`src/rtl/gpio_rmw_pkg.sv`:
```
package gpio_rmw_pkg;

  typedef enum logic [2:0] {
    OP_DWR  = 3'd0,
    OP_DRD  = 3'd1,
    OP_MWR  = 3'd2,
    OP_MRD  = 3'd3,
    OP_BSET = 3'd4,
    OP_BCLR = 3'd5,
    OP_BINV = 3'd6,
    OP_NONE = 3'd7
  } op_e;

  typedef enum logic [1:0] {
    ST_IDLE   = 2'd0,
    ST_READ   = 2'd1,
    ST_MODIFY = 2'd2,
    ST_WRITE  = 2'd3
  } seq_state_e;

endpackage

```
`src/rtl/gpio_rmw_sync.sv`:
```
module gpio_rmw_sync #(
  parameter int W = 8
) (
  input  logic         clk,
  input  logic         rst_n,
  input  logic [W-1:0] pin_async,
  output logic [W-1:0] pin_sync
);

  for (genvar i = 0; i < W; i++) begin : g_bit
    logic meta_q;
    logic stab_q;
    always_ff @(posedge clk or negedge rst_n) begin
      if (!rst_n) begin
        meta_q <= 1'b0;
        stab_q <= 1'b0;
      end else begin
        meta_q <= pin_async[i];
        stab_q <= meta_q;
      end
    end
    assign pin_sync[i] = stab_q;
  end

endmodule

```
`src/rtl/gpio_rmw_regs.sv`:
```
module gpio_rmw_regs #(
  parameter int W = 8
) (
  input  logic         clk,
  input  logic         rst_n,
  input  logic         lat_we,
  input  logic [W-1:0] lat_wd,
  input  logic         dir_we,
  input  logic [W-1:0] dir_wd,
  output logic [W-1:0] lat_q,
  output logic [W-1:0] dir_q
);

  logic [W-1:0] lat_nxt;
  logic [W-1:0] dir_nxt;

  always_comb begin
    lat_nxt = lat_q;
    dir_nxt = dir_q;
    if (lat_we) lat_nxt = lat_wd;
    if (dir_we) dir_nxt = dir_wd;
  end

  always_ff @(posedge clk or negedge rst_n) begin
    if (!rst_n) begin
      lat_q <= '0;
      dir_q <= '1;
    end else begin
      lat_q <= lat_nxt;
      dir_q <= dir_nxt;
    end
  end

endmodule

```
`src/rtl/gpio_rmw_seq.sv`:
```
module gpio_rmw_seq
  import gpio_rmw_pkg::*;
#(
  parameter int W     = 8,
  parameter int IDX_W = 3
) (
  input  logic             clk,
  input  logic             rst_n,
  input  logic             start,
  input  op_e              op,
  input  logic [IDX_W-1:0] idx,
  input  logic [W-1:0]     rd_val,
  output logic             busy,
  output logic             wr_en,
  output logic [W-1:0]     wr_data
);

  seq_state_e       state_q, state_nxt;
  op_e              op_q, op_nxt;
  logic [IDX_W-1:0] idx_q, idx_nxt;
  logic [W-1:0]     work_q, work_nxt;
  logic [W-1:0]     mask;

  assign mask = {{(W-1){1'b0}}, 1'b1} << idx_q;

  always_comb begin
    state_nxt = state_q;
    op_nxt    = op_q;
    idx_nxt   = idx_q;
    work_nxt  = work_q;
    case (state_q)
      ST_IDLE: begin
        if (start) begin
          state_nxt = ST_READ;
          op_nxt    = op;
          idx_nxt   = idx;
        end
      end
      ST_READ: begin
        work_nxt  = rd_val;
        state_nxt = ST_MODIFY;
      end
      ST_MODIFY: begin
        case (op_q)
          OP_BSET: work_nxt = work_q | mask;
          OP_BCLR: work_nxt = work_q & ~mask;
          OP_BINV: work_nxt = work_q ^ mask;
          default: work_nxt = work_q;
        endcase
        state_nxt = ST_WRITE;
      end
      default: state_nxt = ST_IDLE;
    endcase
  end

  always_ff @(posedge clk or negedge rst_n) begin
    if (!rst_n) begin
      state_q <= ST_IDLE;
      op_q    <= OP_NONE;
      idx_q   <= '0;
      work_q  <= '0;
    end else begin
      state_q <= state_nxt;
      op_q    <= op_nxt;
      idx_q   <= idx_nxt;
      work_q  <= work_nxt;
    end
  end

  assign busy    = (state_q != ST_IDLE);
  assign wr_en   = (state_q == ST_WRITE);
  assign wr_data = work_q;

  assert_read_to_modify_R6: assert property (@(posedge clk) disable iff (!rst_n)
    state_q == ST_READ |=> state_q == ST_MODIFY);
  assert_modify_to_write_R6: assert property (@(posedge clk) disable iff (!rst_n)
    state_q == ST_MODIFY |=> state_q == ST_WRITE);
  assert_write_to_idle_R6: assert property (@(posedge clk) disable iff (!rst_n)
    state_q == ST_WRITE |=> state_q == ST_IDLE);
  assert_single_bit_change_R7: assert property (@(posedge clk) disable iff (!rst_n)
    state_q == ST_MODIFY |=> $countones(work_q ^ $past(work_q)) <= 1);

endmodule

```
`src/rtl/gpio_rmw_port.sv`:
```
module gpio_rmw_port
  import gpio_rmw_pkg::*;
#(
  parameter  int W     = 8,
  localparam int IDX_W = $clog2(W)
) (
  input  logic             clk,
  input  logic             rst_n,
  input  logic             bus_valid,
  input  logic [2:0]       bus_op,
  input  logic [W-1:0]     bus_wdata,
  input  logic [IDX_W-1:0] bus_bit,
  output logic             bus_ready,
  output logic             rd_valid,
  output logic [W-1:0]     rd_data,
  output logic             busy,
  input  logic [W-1:0]     pin_in,
  output logic [W-1:0]     pin_out,
  output logic [W-1:0]     pin_oe
);

  op_e          op_in;
  logic         accept;
  logic         is_bitop;
  logic         is_read;
  logic [W-1:0] pin_s;
  logic [W-1:0] lat_q;
  logic [W-1:0] dir_q;
  logic [W-1:0] port_val;
  logic         seq_busy;
  logic         seq_wr_en;
  logic [W-1:0] seq_wr_data;
  logic         lat_we;
  logic [W-1:0] lat_wd;
  logic         dir_we;
  logic         rdv_q, rdv_nxt;
  logic [W-1:0] rdd_q, rdd_nxt;

  assign op_in     = op_e'(bus_op);
  assign bus_ready = ~seq_busy;
  assign accept    = bus_valid & bus_ready;
  assign is_bitop  = (op_in == OP_BSET) || (op_in == OP_BCLR) || (op_in == OP_BINV);
  assign is_read   = (op_in == OP_DRD) || (op_in == OP_MRD);

  gpio_rmw_sync #(.W(W)) u_sync (
    .clk       (clk),
    .rst_n     (rst_n),
    .pin_async (pin_in),
    .pin_sync  (pin_s)
  );

  assign port_val = (dir_q & pin_s) | (~dir_q & lat_q);

  gpio_rmw_seq #(.W(W), .IDX_W(IDX_W)) u_seq (
    .clk     (clk),
    .rst_n   (rst_n),
    .start   (accept & is_bitop),
    .op      (op_in),
    .idx     (bus_bit),
    .rd_val  (port_val),
    .busy    (seq_busy),
    .wr_en   (seq_wr_en),
    .wr_data (seq_wr_data)
  );

  assign lat_we = (accept && op_in == OP_DWR) || seq_wr_en;
  assign lat_wd = seq_wr_en ? seq_wr_data : bus_wdata;
  assign dir_we = accept && op_in == OP_MWR;

  gpio_rmw_regs #(.W(W)) u_regs (
    .clk    (clk),
    .rst_n  (rst_n),
    .lat_we (lat_we),
    .lat_wd (lat_wd),
    .dir_we (dir_we),
    .dir_wd (bus_wdata),
    .lat_q  (lat_q),
    .dir_q  (dir_q)
  );

  always_comb begin
    rdv_nxt = accept & is_read;
    rdd_nxt = rdd_q;
    if (accept && is_read) rdd_nxt = (op_in == OP_MRD) ? dir_q : port_val;
  end

  always_ff @(posedge clk or negedge rst_n) begin
    if (!rst_n) begin
      rdv_q <= 1'b0;
      rdd_q <= '0;
    end else begin
      rdv_q <= rdv_nxt;
      rdd_q <= rdd_nxt;
    end
  end

  assign rd_valid = rdv_q;
  assign rd_data  = rdd_q;
  assign busy     = seq_busy;
  assign pin_out  = lat_q;
  assign pin_oe   = ~dir_q;

  assert_byte_write_R3: assert property (@(posedge clk) disable iff (!rst_n)
    accept && op_in == OP_DWR |=> pin_out == $past(bus_wdata));
  assert_read_ack_R4: assert property (@(posedge clk) disable iff (!rst_n)
    accept && op_in == OP_DRD |=> rd_valid);
  assert_dir_frozen_R9: assert property (@(posedge clk) disable iff (!rst_n)
    busy |=> $stable(pin_oe));
  assert_ignore_nop_R10: assert property (@(posedge clk) disable iff (!rst_n)
    accept && op_in == OP_NONE |=> $stable(pin_out) && $stable(pin_oe) && !rd_valid);

endmodule

```
`config.mk`:
```
export PLATFORM = sky130hd
export DESIGN_NAME = gpio_rmw_port
export DESIGN_NICKNAME = d
export VERILOG_FILES = /design/src/rtl/gpio_rmw_pkg.sv /design/src/rtl/gpio_rmw_sync.sv /design/src/rtl/gpio_rmw_regs.sv /design/src/rtl/gpio_rmw_seq.sv /design/src/rtl/gpio_rmw_port.sv
export SDC_FILE = /design/constraint.sdc
export NUM_CORES = 1
export LEC_CHECK = 0
export ABC_AREA = 1
export BUFFER_PORTS_ARGS = -buffer_cell sky130_fd_sc_hd__buf_2
export CORE_ASPECT_RATIO = 1.75
export CORE_MARGIN = 3
export CORE_UTILIZATION = 55
export CTS_CLUSTER_SIZE = 24
export DETAILED_ROUTE_END_ITERATION = 16
export PLACE_DENSITY_LB_ADDON = 0.1
export SYNTH_ARGS = -nofsm -noshare
export SYNTH_HDL_FRONTEND = slang
export SYNTH_SLANG_ARGS = --single-unit
```
`constraint.sdc`:
```
create_clock -name clk -period 2.05 [get_ports clk]
set_input_delay 0.1025 -clock clk [delete_from_list [all_inputs] [get_ports clk]]
set_output_delay 0.1025 -clock clk [all_outputs]
set_load 0.01 [all_outputs]
```
==> summary.md, run 1 <==
| Metric | Value |
|---|---|
| Share of cells above drive strength 1 | `a little over a fifth` |
| Area after DPL | `3270 µm²` |
| Non-filler cells, final | `486` |
| Syn Area/Cell | `roughly 8.2 µm²` |
| Setup_tns | `0 ns` |
| Antenna diode count | `0` |
| WL final | `between 6000 and 7000 µm` |
| Peak Freq | `between 600 and 700 MHz` |
| Final Cell Area | `approximately 3600 µm²` |
| Antenna Nets Post-Route | `0` |
| # IOs | `52` |
| Slew at the pin closest to its max-slew limit | `0.595 ns` |
| Max_cap viols | `0` |
| Worst vdd ir | `between 0.0008 and 0.0009 V` |
| Final Hold Viols | `0` |
| EDFF count, synth | `0` |
| WHS Path Cells | `3` |
| First-pass GRT wire length | `10,600 µm` |
| R2R setup slack | `0.41 ns` |
| Largest net degree at the start of global routing | `34` |
| Drt first-iter violations | `160` |
| Worst r2r src | `u_seq.op_q[2]` |
| Worst R2R Path Depth | `5` |
| Slowest cell on the critical path | `dfstp_2` |
| RSZ-0062 raised after global routing | `no` |
| Leak | `between 0.0015 and 0.002 µW` |
| Crit path DAT | `1.85 ns` |
| # fillers | `approximately 410` |
| Global placement routability congestion | `approximately 0.85` |
| TritonCTS clock tree | `yes` |
| Insertion delay to the later sink of the worst-skew pair | `approximately 0.33 ns` |
| Async S/R FF share, synth | `100%` |
| Fin Clk Skew | `0.00909 ns` |
| Die ar. | `6370 µm²` |
| Met1 Wirelength | `~2600 µm` |
| Hold-fix buffers, CTS | `10` |
| CP cell instances | `nand3_1 > nand3b_1 > nand2_1 > nand2_1 > nand2_1` |
| Finish-stage setup viols | `0` |
| Area Growth Syn to Fin | `20.3%` |
| Register area share after synthesis | `48.3%` |
| CP max stage delay | `0.65 ns` |
| CP endpoint kind | `flip-flop` |
| Setup CP Type | `reg2reg` |
| CTS Buf Count | `9` |
| Placed cells | `460` |
| Met3 wire length | `about 220 µm` |
| GRT Residual Overflow | `0` |
| Post-Syn Nets | `407` |
| IO buf count | `51` |
| Final worst path period need | `1.64 ns` |
| Initial Util | `roughly 58%` |
| Most frequent CP cell | `nand2_1` |
| Detailed-route via count | `~2,400` |
| Worst Hold End | `u_regs.dir_q[1]` |
| Die Ht | `103 µm` |
| Bufs on Longest Clock Path | `2` |
| Initial antenna violation count | `0` |
| GRT Resource Usage Total | `22.5%` |
| Hold Path Class | `in2reg` |
| Post-route DRC violation count | `0` |
| Root Driver | `clkbuf_8` |
| Post-layout util | `between 70% and 80%` |
| Avg Vias per Cell | `between 5 and 6` |
| Core box area | `roughly 5100 µm²` |
| Highest routing layer actually used | `met4` |
| Critical path startpoint category | `flip-flop` |
| Post-Syn Area | `around 3000 µm²` |
| Flops & latches, synth | `57` |
| Power density over cell area | `between 1500 and 2000 nW/µm²` |
| Synth Warn # | `0` |
| Met2 WL | `3410 µm` |
| Worst Min Path Start | `bus_wdata[1]` |
| Routed length per placed instance | `13.0 µm` |
| Synth area leaders | `dfrtp_1 39%, nand2_1 12%, dfstp_2 9.7%, ha_1 8.0%, inv_1 6.3%` |
| CP Max Fanout | `13` |
| Detailed placement HPWL | `between 4000 and 5000 µm` |
| Synth Instances | `363` |
| H-tree levels | `3` |
| Rows | `34` |
| Die width | `61.6 µm` |
| Period Utilization, post-route | `about four fifths` |
| DR pass1 iterations | `4` |
| Vias in the first global route | `2,349` |
| Data required, critical path | `approximately 2.3 ns` |
| Top cell type's share of synthesized area | `38.6%` |
| Post-synthesis cell type count | `23` |
| Fin. max-slew vios | `0` |
| Final Net Count | `471` |
| CTS sink count | `57` |
| Outcome | `completed` |
| Slew headroom | `roughly three fifths` |
| PostCTS Resize Cnt | `0` |
| RR Endpoint | `u_seq.wr_data[4]` |
| Prevailing post-synth register cell | `dfrtp_1` |
| Crit. Startpoint | `u_seq.op_q[2]` |
| Clock-pin transition on the worst setup and hold timing paths | `about 0.07 ns` |
| Yosys top cell by area | `dfrtp_1` |
| Post-CTS setup buffers | `0` |
[critical path, delay by kind of cell, from the launching register on]
family	cells	cell delay, ns
AND/OR/NAND/NOR	5	0.88
flip-flops	1	0.65
[power breakdown]
part	switching, µW	internal, µW
clock	437	716
combinational	1470	937
sequential	351	1600
total	2260	3250
[sequential cells by signal, summed over array words and instances, names as in the netlist]
register and flops:
rd_data 8, u_sync.g_bit.stab_q 8, u_seq.op_q 3, u_regs.lat_q 8, u_seq.state_q 2, u_sync.g_bit.meta_q 8, u_regs.dir_q 8, u_seq.wr_data 8
u_seq.idx_q 3, rd_valid 1
[metrics by stage]
stage / worst slack, ns / hold slack, ns / power, µW
global route: 0.261 / 0.0115 / 6060
floorplan: 0.532 / -0.193 / 3670
detailed placement: 0.451 / 0.135 / 4370
CTS: 0.425 / 0.00139 / 5570
global placement: 0.501 / 0.134 / 4250
finish: 0.411 / 0.0200 / 5510
[worst max-delay path by stage]
stage                     slack (ns)                to
after floorplan                 0.53   u_regs.lat_q[0]
after global placement          0.50   u_regs.lat_q[6]
after detailed placement        0.45   u_regs.lat_q[2]
after CTS                       0.43   u_regs.lat_q[2]
after global routing            0.26   u_regs.lat_q[2]
final                           0.41  u_seq.wr_data[4]
[Yosys cell counts (2+ instances only)]
master,number
nor2_2,2
ha_1,19
dfrtp_1,46
nand3_1,11
nor2_1,43
inv_1,50
nand2_1,95
o21ai_0,36
clkbuf_1,2
a31oi_1,8
buf_2,4
buf_6,2
nand4_1,9
inv_2,2
nand2_2,3
dfstp_2,11
nand3b_1,8
buf_4,4
a21oi_1,4
[cell type report]
type	instances	area [µm²]	area share, %
clock buffer	11	141	3.94
clock inverter	5	78.8	2.20
inverter	52	195	5.44
multi-input combinational	242	1260	35.3
sequential	57	1440	40.2
tap	54	67.6	1.88
timing repair buffer	65	398	11.1
[cells by family after synthesis]
family,synth area share (%)
AOI/OAI and AO/OA,9.03
adders and majority gates,7.98
buffers and inverters,9.24
DFF,48.3
and+or+nand+nor,25.4
[layout by cell type (no fill, tap or decap), types with 2 or more instances in the layout]
| cell | netlist | routed |
|---|---|---|
| nand3b_1 | 8 | 8 |
| nand2_1 | 95 | 95 |
| dlygate4sd3_1 | 0 | 10 |
| inv_1 | 50 | 50 |
| bufinv_16 | 0 | 2 |
| nand3_1 | 11 | 11 |
| nand4_1 | 9 | 9 |
| ha_1 | 19 | 19 |
| a31oi_1 | 8 | 8 |
| buf_4 | 4 | 3 |
| nor2_2 | 2 | 2 |
| nor2_1 | 43 | 43 |
| clkinv_2 | 0 | 2 |
| dfrtp_1 | 46 | 46 |
| nand2_2 | 3 | 3 |
| buf_2 | 4 | 51 |
| a21oi_1 | 4 | 4 |
| clkbuf_8 | 0 | 10 |
| o21ai_0 | 36 | 36 |
| dfstp_2 | 11 | 11 |
| inv_2 | 2 | 2 |
[layer usage]
metal | GRT usage [%] | up-vias
met4 | 7.19 | 0
met1 | 25.9 | 1108
met5 | 0 | -
met2 | 40.0 | 50
met3 | 5.22 | 8
li1 | - | 1271
No activity file was read; power rests on OpenSTA's default activity.
==> run 2, diff against run 1 <==
Settings changed: ABC_AREA 1 to 0.
Clock period 2.05 ns to 1.64 ns, I/O delays scaled along.
==> run 2 against run 1 <==
- the flow now finishes with violations (negative setup slack)
- clock skew is 0.0050 ns lower
- hold slack lost 0.015 ns
- combinational power increased by 54%
- area after synthesis down 1.3%
- flip-flop and latch count did not move
- largest power group unchanged
- via count is 4.7% lower
- clock power decreased by 5%
==> summary.md, run 2 <==
| Metric | Value |
|---|---|
| Core box area | `5060 µm² (was 5100 µm²)` |
| Int Power | `4340 µW (was 3250 µW)` |
| Root Driver | `clkbuf_8 (unchanged)` |
| Bufs on Longest Clock Path | `2 (unchanged)` |
| Synth area leaders | `dfrtp_1 39%, dfstp_2 9.8%, ha_1 8.1%, mux2i_1 6.8%, mux2_2 5.4% (was dfrtp_1 39%, nand2_1 12%, dfstp_2 9.7%, ha_1 8.0%, inv_1 6.3%)` |
| Share of cells above drive strength 1 | `34.2% (was 21.3%)` |
| Outcome | `complete, but fails checks (was completed)` |
| Critical path buffer and inverter count | `1 (was 0)` |
| Multi-input combinational cell area | `1420 µm² (was 1260 µm²)` |
| CTS sink count | `57 (unchanged)` |
| Final Net Count | `405 (was 471)` |
| Register area share after synthesis | `49.0% (was 48.3%)` |
| Hold Path Class | `in2reg (unchanged)` |
| Combinational power share | `50.7% (was 43.7%)` |
| Global placement routability congestion | `0.822 (was 0.853)` |
| Non-filler cells, final | `420 (was 486)` |
| Fin Clk Skew | `0.00406 ns (was 0.00909 ns)` |
| Insertion delay to the later sink of the worst-skew pair | `0.33 ns (about the same)` |
| Slew headroom | `65.7% (was 60.3%)` |
| Syn Area/Cell | `10.5 µm² (was 8.21 µm²)` |
| Post-Syn Area | `2940 µm² (was 2980 µm²)` |
| Synth Instances | `280 (was 363)` |
| WL final | `6530 µm (was 6320 µm)` |
| Synth Warn # | `0 (unchanged)` |
| Slew at the pin closest to its max-slew limit | `0.514 ns (was 0.595 ns)` |
| CTS Buf Count | `9 (unchanged)` |
| Placed cells | `387 (was 460)` |
| Final Hold Viols | `0 (unchanged)` |
| DR pass1 iterations | `5 (was 4)` |
| Avg Vias per Cell | `5.53 (was 5.01)` |
| EDFF count, synth | `0 (unchanged)` |
| Cell family with most CP delay | `flip-flops (was simple AND/OR/NAND/NOR gates)` |
| Total Power | `7300 µW (was 5510 µW)` |
| Worst vdd ir | `0.00114 V (was 0.000869 V)` |
| IO buf count | `51 (unchanged)` |
| Clock-pin transition on the worst setup and hold timing paths | `0.06 ns (was 0.07 ns)` |
| Clk pwr share | `15.0% (was 20.9%)` |
| Area after DPL | `3350 µm² (was 3270 µm²)` |
| Max_cap viols | `0 (unchanged)` |
| Die ar. | `6290 µm² (was 6370 µm²)` |
| GRT Resource Usage Total | `22.9% (was 22.5%)` |
| Rows | `34 (unchanged)` |
| Antenna diode count | `0 (unchanged)` |
| RSZ-0062 raised after global routing | `yes (was no)` |
| Period Utilization, post-route | `102% (was 79.9%)` |
| Die Ht | `103 µm (about the same)` |
| Data required, critical path | `1.89 ns (was 2.26 ns)` |
| Synth top cells by count | `46 x dfrtp_1, 29 x nand2_1, 22 x inv_1 (was 95 x nand2_1, 50 x inv_1, 46 x dfrtp_1)` |
| H-tree levels | `3 (unchanged)` |
| PnR worst setup slack | `-0.0306 ns (was 0.411 ns)` |
| Routed length per placed instance | `15.5 µm (was 13.0 µm)` |
| CP endpoint kind | `flip-flop (unchanged)` |
| Critical path startpoint category | `flip-flop (unchanged)` |
| Area Growth Syn to Fin | `27.0% (was 20.3%)` |
| Post-Syn Nets | `324 (was 407)` |
| CP cell instances | `buf_4 > nor2_1 > nand2_1 > ha_1 > nand4b_1 > o211ai_1 > a21oi_1 > o31ai_1 (was nand3_1 > nand3b_1 > nand2_1 > nand2_1 > nand2_1)` |
| Final Cell Area | `3730 µm² (was 3590 µm²)` |
| Crit path DAT | `1.92 ns (was 1.85 ns)` |
| Initial antenna violation count | `0 (unchanged)` |
| Failing checks | `negative setup slack` |
| Finish-stage setup viols | `2 (was 0)` |
| Setup CP Type | `reg2reg (unchanged)` |
| Worst slack, placed | `0.0115 ns (was 0.451 ns)` |
| NetSw | `2960 µW (was 2260 µW)` |
| # IOs | `52 (unchanged)` |
| Post-route DRC violation count | `0 (unchanged)` |
| Top cell type's share of synthesized area | `39.1% (was 38.6%)` |
| Detailed-route via count | `2,323 (was 2,437)` |
| Worst hold slack | `0.00517 ns (was 0.0200 ns)` |
| CP max stage delay | `0.42 ns (was 0.65 ns)` |
| Die width | `61.3 µm (was 61.6 µm)` |
| Count leader, synth | `dfrtp_1 (was nand2_1)` |
| TritonCTS clock tree | `yes (unchanged)` |
| Leak | `0.00173 µW (was 0.00180 µW)` |
| GRT Residual Overflow | `0 (unchanged)` |
| Seq pwr share | `34.3% (was 35.3%)` |
| Most frequent cells in the layout | `51 x buf_2, 45 x dfrtp_1, 28 x nand2_1 (was 95 x nand2_1, 51 x buf_2, 50 x inv_1)` |
| First-pass GRT wire length | `10,700 µm (was 10,600 µm)` |
| Slowest cell on the critical path | `dfrtp_1 (was dfstp_2)` |
| Antenna Nets Post-Route | `0 (unchanged)` |
| Post-synthesis cell type count | `36 (was 23)` |
| Most common cell after layout, fill and taps aside | `buf_2 (was nand2_1)` |
| Vias in the first global route | `2,287 (was 2,349)` |
| Async S/R FF share, synth | `100% (unchanged)` |
| Flops & latches, synth | `57 (unchanged)` |
| Largest net degree at the start of global routing | `58 (was 34)` |
| Prevailing post-synth register cell | `dfrtp_1 (unchanged)` |
| # fillers | `377 (was 411)` |
| Storage element area | `1440 µm² (about the same)` |
| Fin. max-slew vios | `0 (unchanged)` |
| Detailed placement HPWL | `4670 µm (was 4790 µm)` |
| Switch share | `40.5% (was 41.0%)` |
| Power density over cell area | `1950 nW/µm² (was 1540 nW/µm²)` |
| Peak Freq | `599 MHz (was 610 MHz)` |
| Drt first-iter violations | `91 (was 160)` |
| Yosys top cell by area | `dfrtp_1 (unchanged)` |
| Initial Util | `58.1% (was 58.4%)` |
| CP Max Fanout | `6 (was 13)` |
| Final worst path period need | `1.67 ns (was 1.64 ns)` |
## run 2: cell types whose count changed in the layout (fill, tap and decap cells not counted), sizes merged, moves of 15 or more
cell / delta
mux2i: +20
nand2: -68
nor2: -41
inv: -30
o21ai: -15
## run 2: power groups by stage
stage | clock network (µW) | logic (µW) | registers (µW)
after floorplan | 0 | 2390 | 2470
after global placement | 0 | 3320 | 2480
after detailed placement | 0 | 3450 | 2520
after CTS | 1110 | 3490 | 2490
after global routing | 1190 | 4170 | 2600
final | 1090 | 3700 | 2500
## run 2: cell type report
class                           count  area share (%)
Multi-Input combinational cell    188            38.1
Tap cell                           54            1.81
Clock buffer                       10            3.42
Timing Repair Buffer               83            15.0
Sequential cell                    57            38.6
Clock inverter                      6           0.938
Inverter                           22            2.21
## run 2: path summary, 6_finish.rpt
check | startpoint | slack, ns | to | depth (start not counted)
worst max-delay path | u_seq.idx_q[1] | -0.03 | u_seq.wr_data[1] | 8
worst min-delay path | bus_wdata[2] | 0.005 | u_regs.dir_q[2] | 2
worst max register to register | u_seq.idx_q[1] | -0.03 | u_seq.wr_data[1] | 8
worst min register to register | u_sync.g_bit[6].meta_q | 0.35 | u_sync.g_bit[6].stab_q | 0
max in group asynchronous | rst_n | 1.05 | u_seq.op_q[2] | 3
min in group asynchronous | rst_n | 0.29 | u_sync.g_bit[4].stab_q | 3
## run 2: what timing repair did
action / CTS / global route
setup buffers: 0 / 3
hold buffers: 14 / 0
hold endpoints to repair: 59 / 0
resized for setup: 0 / 14
setup endpoints to repair: 0 / 21
## run 2: cell families after synthesis
group           share of synthesized area (%)
compound gates                           12.5
flops                                    49.0
buf+inv                                  4.85
mux                                      12.2
fa+ha+maj                                8.09
simple gates                             13.4
## run 2: worst register-to-register path, stage by stage, from the launching register on
cell and delay (ns):
dfrtp_1 0.42, buf_4 0.16, nor2_1 0.13, nand2_1 0.09, ha_1 0.27, nand4b_1 0.11
o211ai_1 0.11, a21oi_1 0.06, o31ai_1 0.22
## run 2: through the flow
step                TNS [ns]  util, %
CTS                        0     72.2
finish               -0.0447     73.8
global placement           0     66.2
global route          -0.465     73.8
floorplan             -0.665        -
detailed placement         0     66.2
## run 2: per-layer routing
metal	track usage, %	up-vias	part of all wire, %
li1	-	1138	-
met1	26.6	1107	40
met2	39.2	63	52
met3	4.64	15	4.5
met4	10.5	0	2.8
met5	0	-	0
==> run 3, diff against run 2 <==
Settings changed: CORE_UTILIZATION 55 to 50.
==> run 3 against run 2 <==
- the flow now finishes without violations
- die area rose by 9.2%
- design area increased by 2.1%
- final cell count increased by 5.5%
- flip-flop and latch count is the same
==> summary.md, run 3 (synthesis results as in run 2) <==
| Metric | Value |
|---|---|
| Avg Vias per Cell | `5.12 (was 5.53)` |
| Hold Path Class | `in2reg (unchanged)` |
| Finish-stage setup viols | `0 (was 2)` |
| Detailed placement HPWL | `4770 µm (was 4670 µm)` |
| Die ar. | `6870 µm² (was 6290 µm²)` |
| GR Util met1 | `24.7% (was 26.6%)` |
| Fin. max-slew vios | `0 (unchanged)` |
| Worst hold slack | `0.0149 ns (was 0.00517 ns)` |
| GRT Residual Overflow | `0 (unchanged)` |
| # IOs | `52 (unchanged)` |
| Worst slack, placed | `0.0425 ns (was 0.0115 ns)` |
| Root Driver | `clkbuf_8 (unchanged)` |
| Critical path startpoint category | `flip-flop (unchanged)` |
| First-pass GRT wire length | `10,900 µm (was 10,700 µm)` |
| Period Utilization, post-route | `98.2% (was 102%)` |
| PnR worst setup slack | `0.0299 ns (was -0.0306 ns)` |
| Area Growth Syn to Fin | `29.7% (was 27.0%)` |
| Rows | `36 (was 34)` |
| Routed length per placed instance | `14.8 µm (was 15.5 µm)` |
| IO buf count | `51 (unchanged)` |
| Top Usage Layer GRT | `met2 (unchanged)` |
| Die width | `64.0 µm (was 61.3 µm)` |
| Largest net degree at the start of global routing | `41 (was 58)` |
| Storage element area | `1440 µm² (unchanged)` |
| Area after DPL | `3390 µm² (was 3350 µm²)` |
| M3 GR Usage | `5.22% (was 4.64%)` |
| Antenna diode count | `0 (unchanged)` |
| Antenna Nets Post-Route | `0 (unchanged)` |
| RSZ-0062 raised after global routing | `yes (unchanged)` |
| Clock-pin transition on the worst setup and hold timing paths | `0.06 ns (about the same)` |
| R2R setup slack | `0.03 ns (was -0.03 ns)` |
| Final Net Count | `406 (was 405)` |
| Global placement routability congestion | `0.836 (was 0.822)` |
| Worst vdd ir | `0.000992 V (was 0.00114 V)` |
| Power density over cell area | `1950 nW/µm² (about the same)` |
| WL final | `6540 µm (was 6530 µm)` |
| Initial antenna violation count | `0 (unchanged)` |
| CTS sink count | `57 (unchanged)` |
| Crit path DAT | `1.83 ns (was 1.92 ns)` |
| Final worst path period need | `1.61 ns (was 1.67 ns)` |
| # fillers | `457 (was 377)` |
| Met2 GRT Util | `35.4% (was 39.2%)` |
| Fin Clk Skew | `0.00711 ns (was 0.00406 ns)` |
| GRT Resource Usage Total | `20.7% (was 22.9%)` |
| DR pass1 iterations | `4 (was 5)` |
| Initial Util | `52.2% (was 58.1%)` |
| Vias in the first global route | `2,266 (was 2,287)` |
| H-tree levels | `3 (unchanged)` |
| Peak Freq | `621 MHz (was 599 MHz)` |
| Core box area | `5630 µm² (was 5060 µm²)` |
| Setup CP Type | `reg2reg (unchanged)` |
| Post-route DRC violation count | `0 (unchanged)` |
| Most frequent cells in the layout | `51 x buf_2, 45 x dfrtp_1, 28 x nand2_1 (unchanged)` |
| Drt first-iter violations | `110 (was 91)` |
| CTS Buf Count | `9 (unchanged)` |
| Final Hold Viols | `0 (unchanged)` |
| TritonCTS clock tree | `yes (unchanged)` |
| Multi-input combinational cell area | `1410 µm² (was 1420 µm²)` |
| Slew at the pin closest to its max-slew limit | `0.530 ns (was 0.514 ns)` |
| Leak | `0.00176 µW (was 0.00173 µW)` |
| Data required, critical path | `1.86 ns (was 1.89 ns)` |
| CP Max Fanout | `5 (was 6)` |
| Max_cap viols | `0 (unchanged)` |
| Share of cells above drive strength 1 | `33.5% (was 34.2%)` |
| Final Cell Area | `3810 µm² (was 3730 µm²)` |
| CP endpoint kind | `flip-flop (unchanged)` |
| Insertion delay to the later sink of the worst-skew pair | `0.33 ns (about the same)` |
| Most common cell after layout, fill and taps aside | `buf_2 (unchanged)` |
| Die Ht | `107 µm (was 103 µm)` |
| Bufs on Longest Clock Path | `2 (unchanged)` |
| Detailed-route via count | `2,268 (was 2,323)` |
| Slew headroom | `64.7% (was 65.7%)` |
| Outcome | `completed (was complete, but fails checks)` |
-- run 3: cell types whose count changed in the layout (fill, tap and decap cells not counted), sizes merged --
| cell | change |
|---|---|
| clkbuf | +3 |
| clkinv | -2 |
| clkinvlp | -2 |
| dlygate4sd3 | +2 |
| buf | -1 |
| bufinv | +1 |
-- run 3: report_power, final --
group	internal, µW	switching, µW
Clock	780	515
Sequential	2030	493
Combinational	1800	1840
-- run 3: final cells by class --
cell class / count / area share, %
sequential: 57 / 37.8
multi-input combinational: 188 / 36.9
timing repair buffer: 84 / 15.4
clock buffer: 13 / 4.17
tap: 76 / 2.49
inverter: 22 / 2.16
clock inverter: 3 / 1.05
-- run 3: path summary, 6_finish.rpt --
path	from	cells after the start	end
min	bus_wdata[5]	2	u_regs.dir_q[5]
min reg2reg	u_sync.g_bit[3].meta_q	0	u_sync.g_bit[3].stab_q
max in group asynchronous	rst_n	3	u_seq.op_q[1]
max	u_seq.idx_q[1]	7	u_seq.wr_data[6]
max reg2reg	u_seq.idx_q[1]	7	u_seq.wr_data[6]
min in group asynchronous	rst_n	2	u_sync.g_bit[1].meta_q
-- run 3: critical path, cell delays in order, from the launching register on --
cell and delay (ns):
dfrtp_1 0.43, buf_6 0.15, nand3b_1 0.12, ha_2 0.18, and3b_1 0.16, a31oi_1 0.15
o2111ai_1 0.13, a22o_1 0.19
-- run 3: timing repair --
item	4_1_cts	5_1_grt
endpoints found under the setup margin	0	22
hold endpoints to repair	32	0
hold buffers	16	0
setup buffers	0	3
resized for setup	0	14
-- run 3: through the flow --
stage	std cells	TNS, ns	power [µW]	util (%)
6_report	443	0	7450	67.8
5_1_grt	443	-0.132	8130	67.8
2_1_floorplan	280	-0.665	4860	-
3_3_place_gp	408	0	5870	60.1
4_1_cts	440	0	7340	66.5
3_5_place_dp	408	0	5970	60.1
-- run 3: per-layer routing --
layer / wire [µm] / vias up
li1: - / 1142
met2: 3440 / 54
met4: 104 / 0
met5: 0 / -
met3: 272 / 9
met1: 2720 / 1063
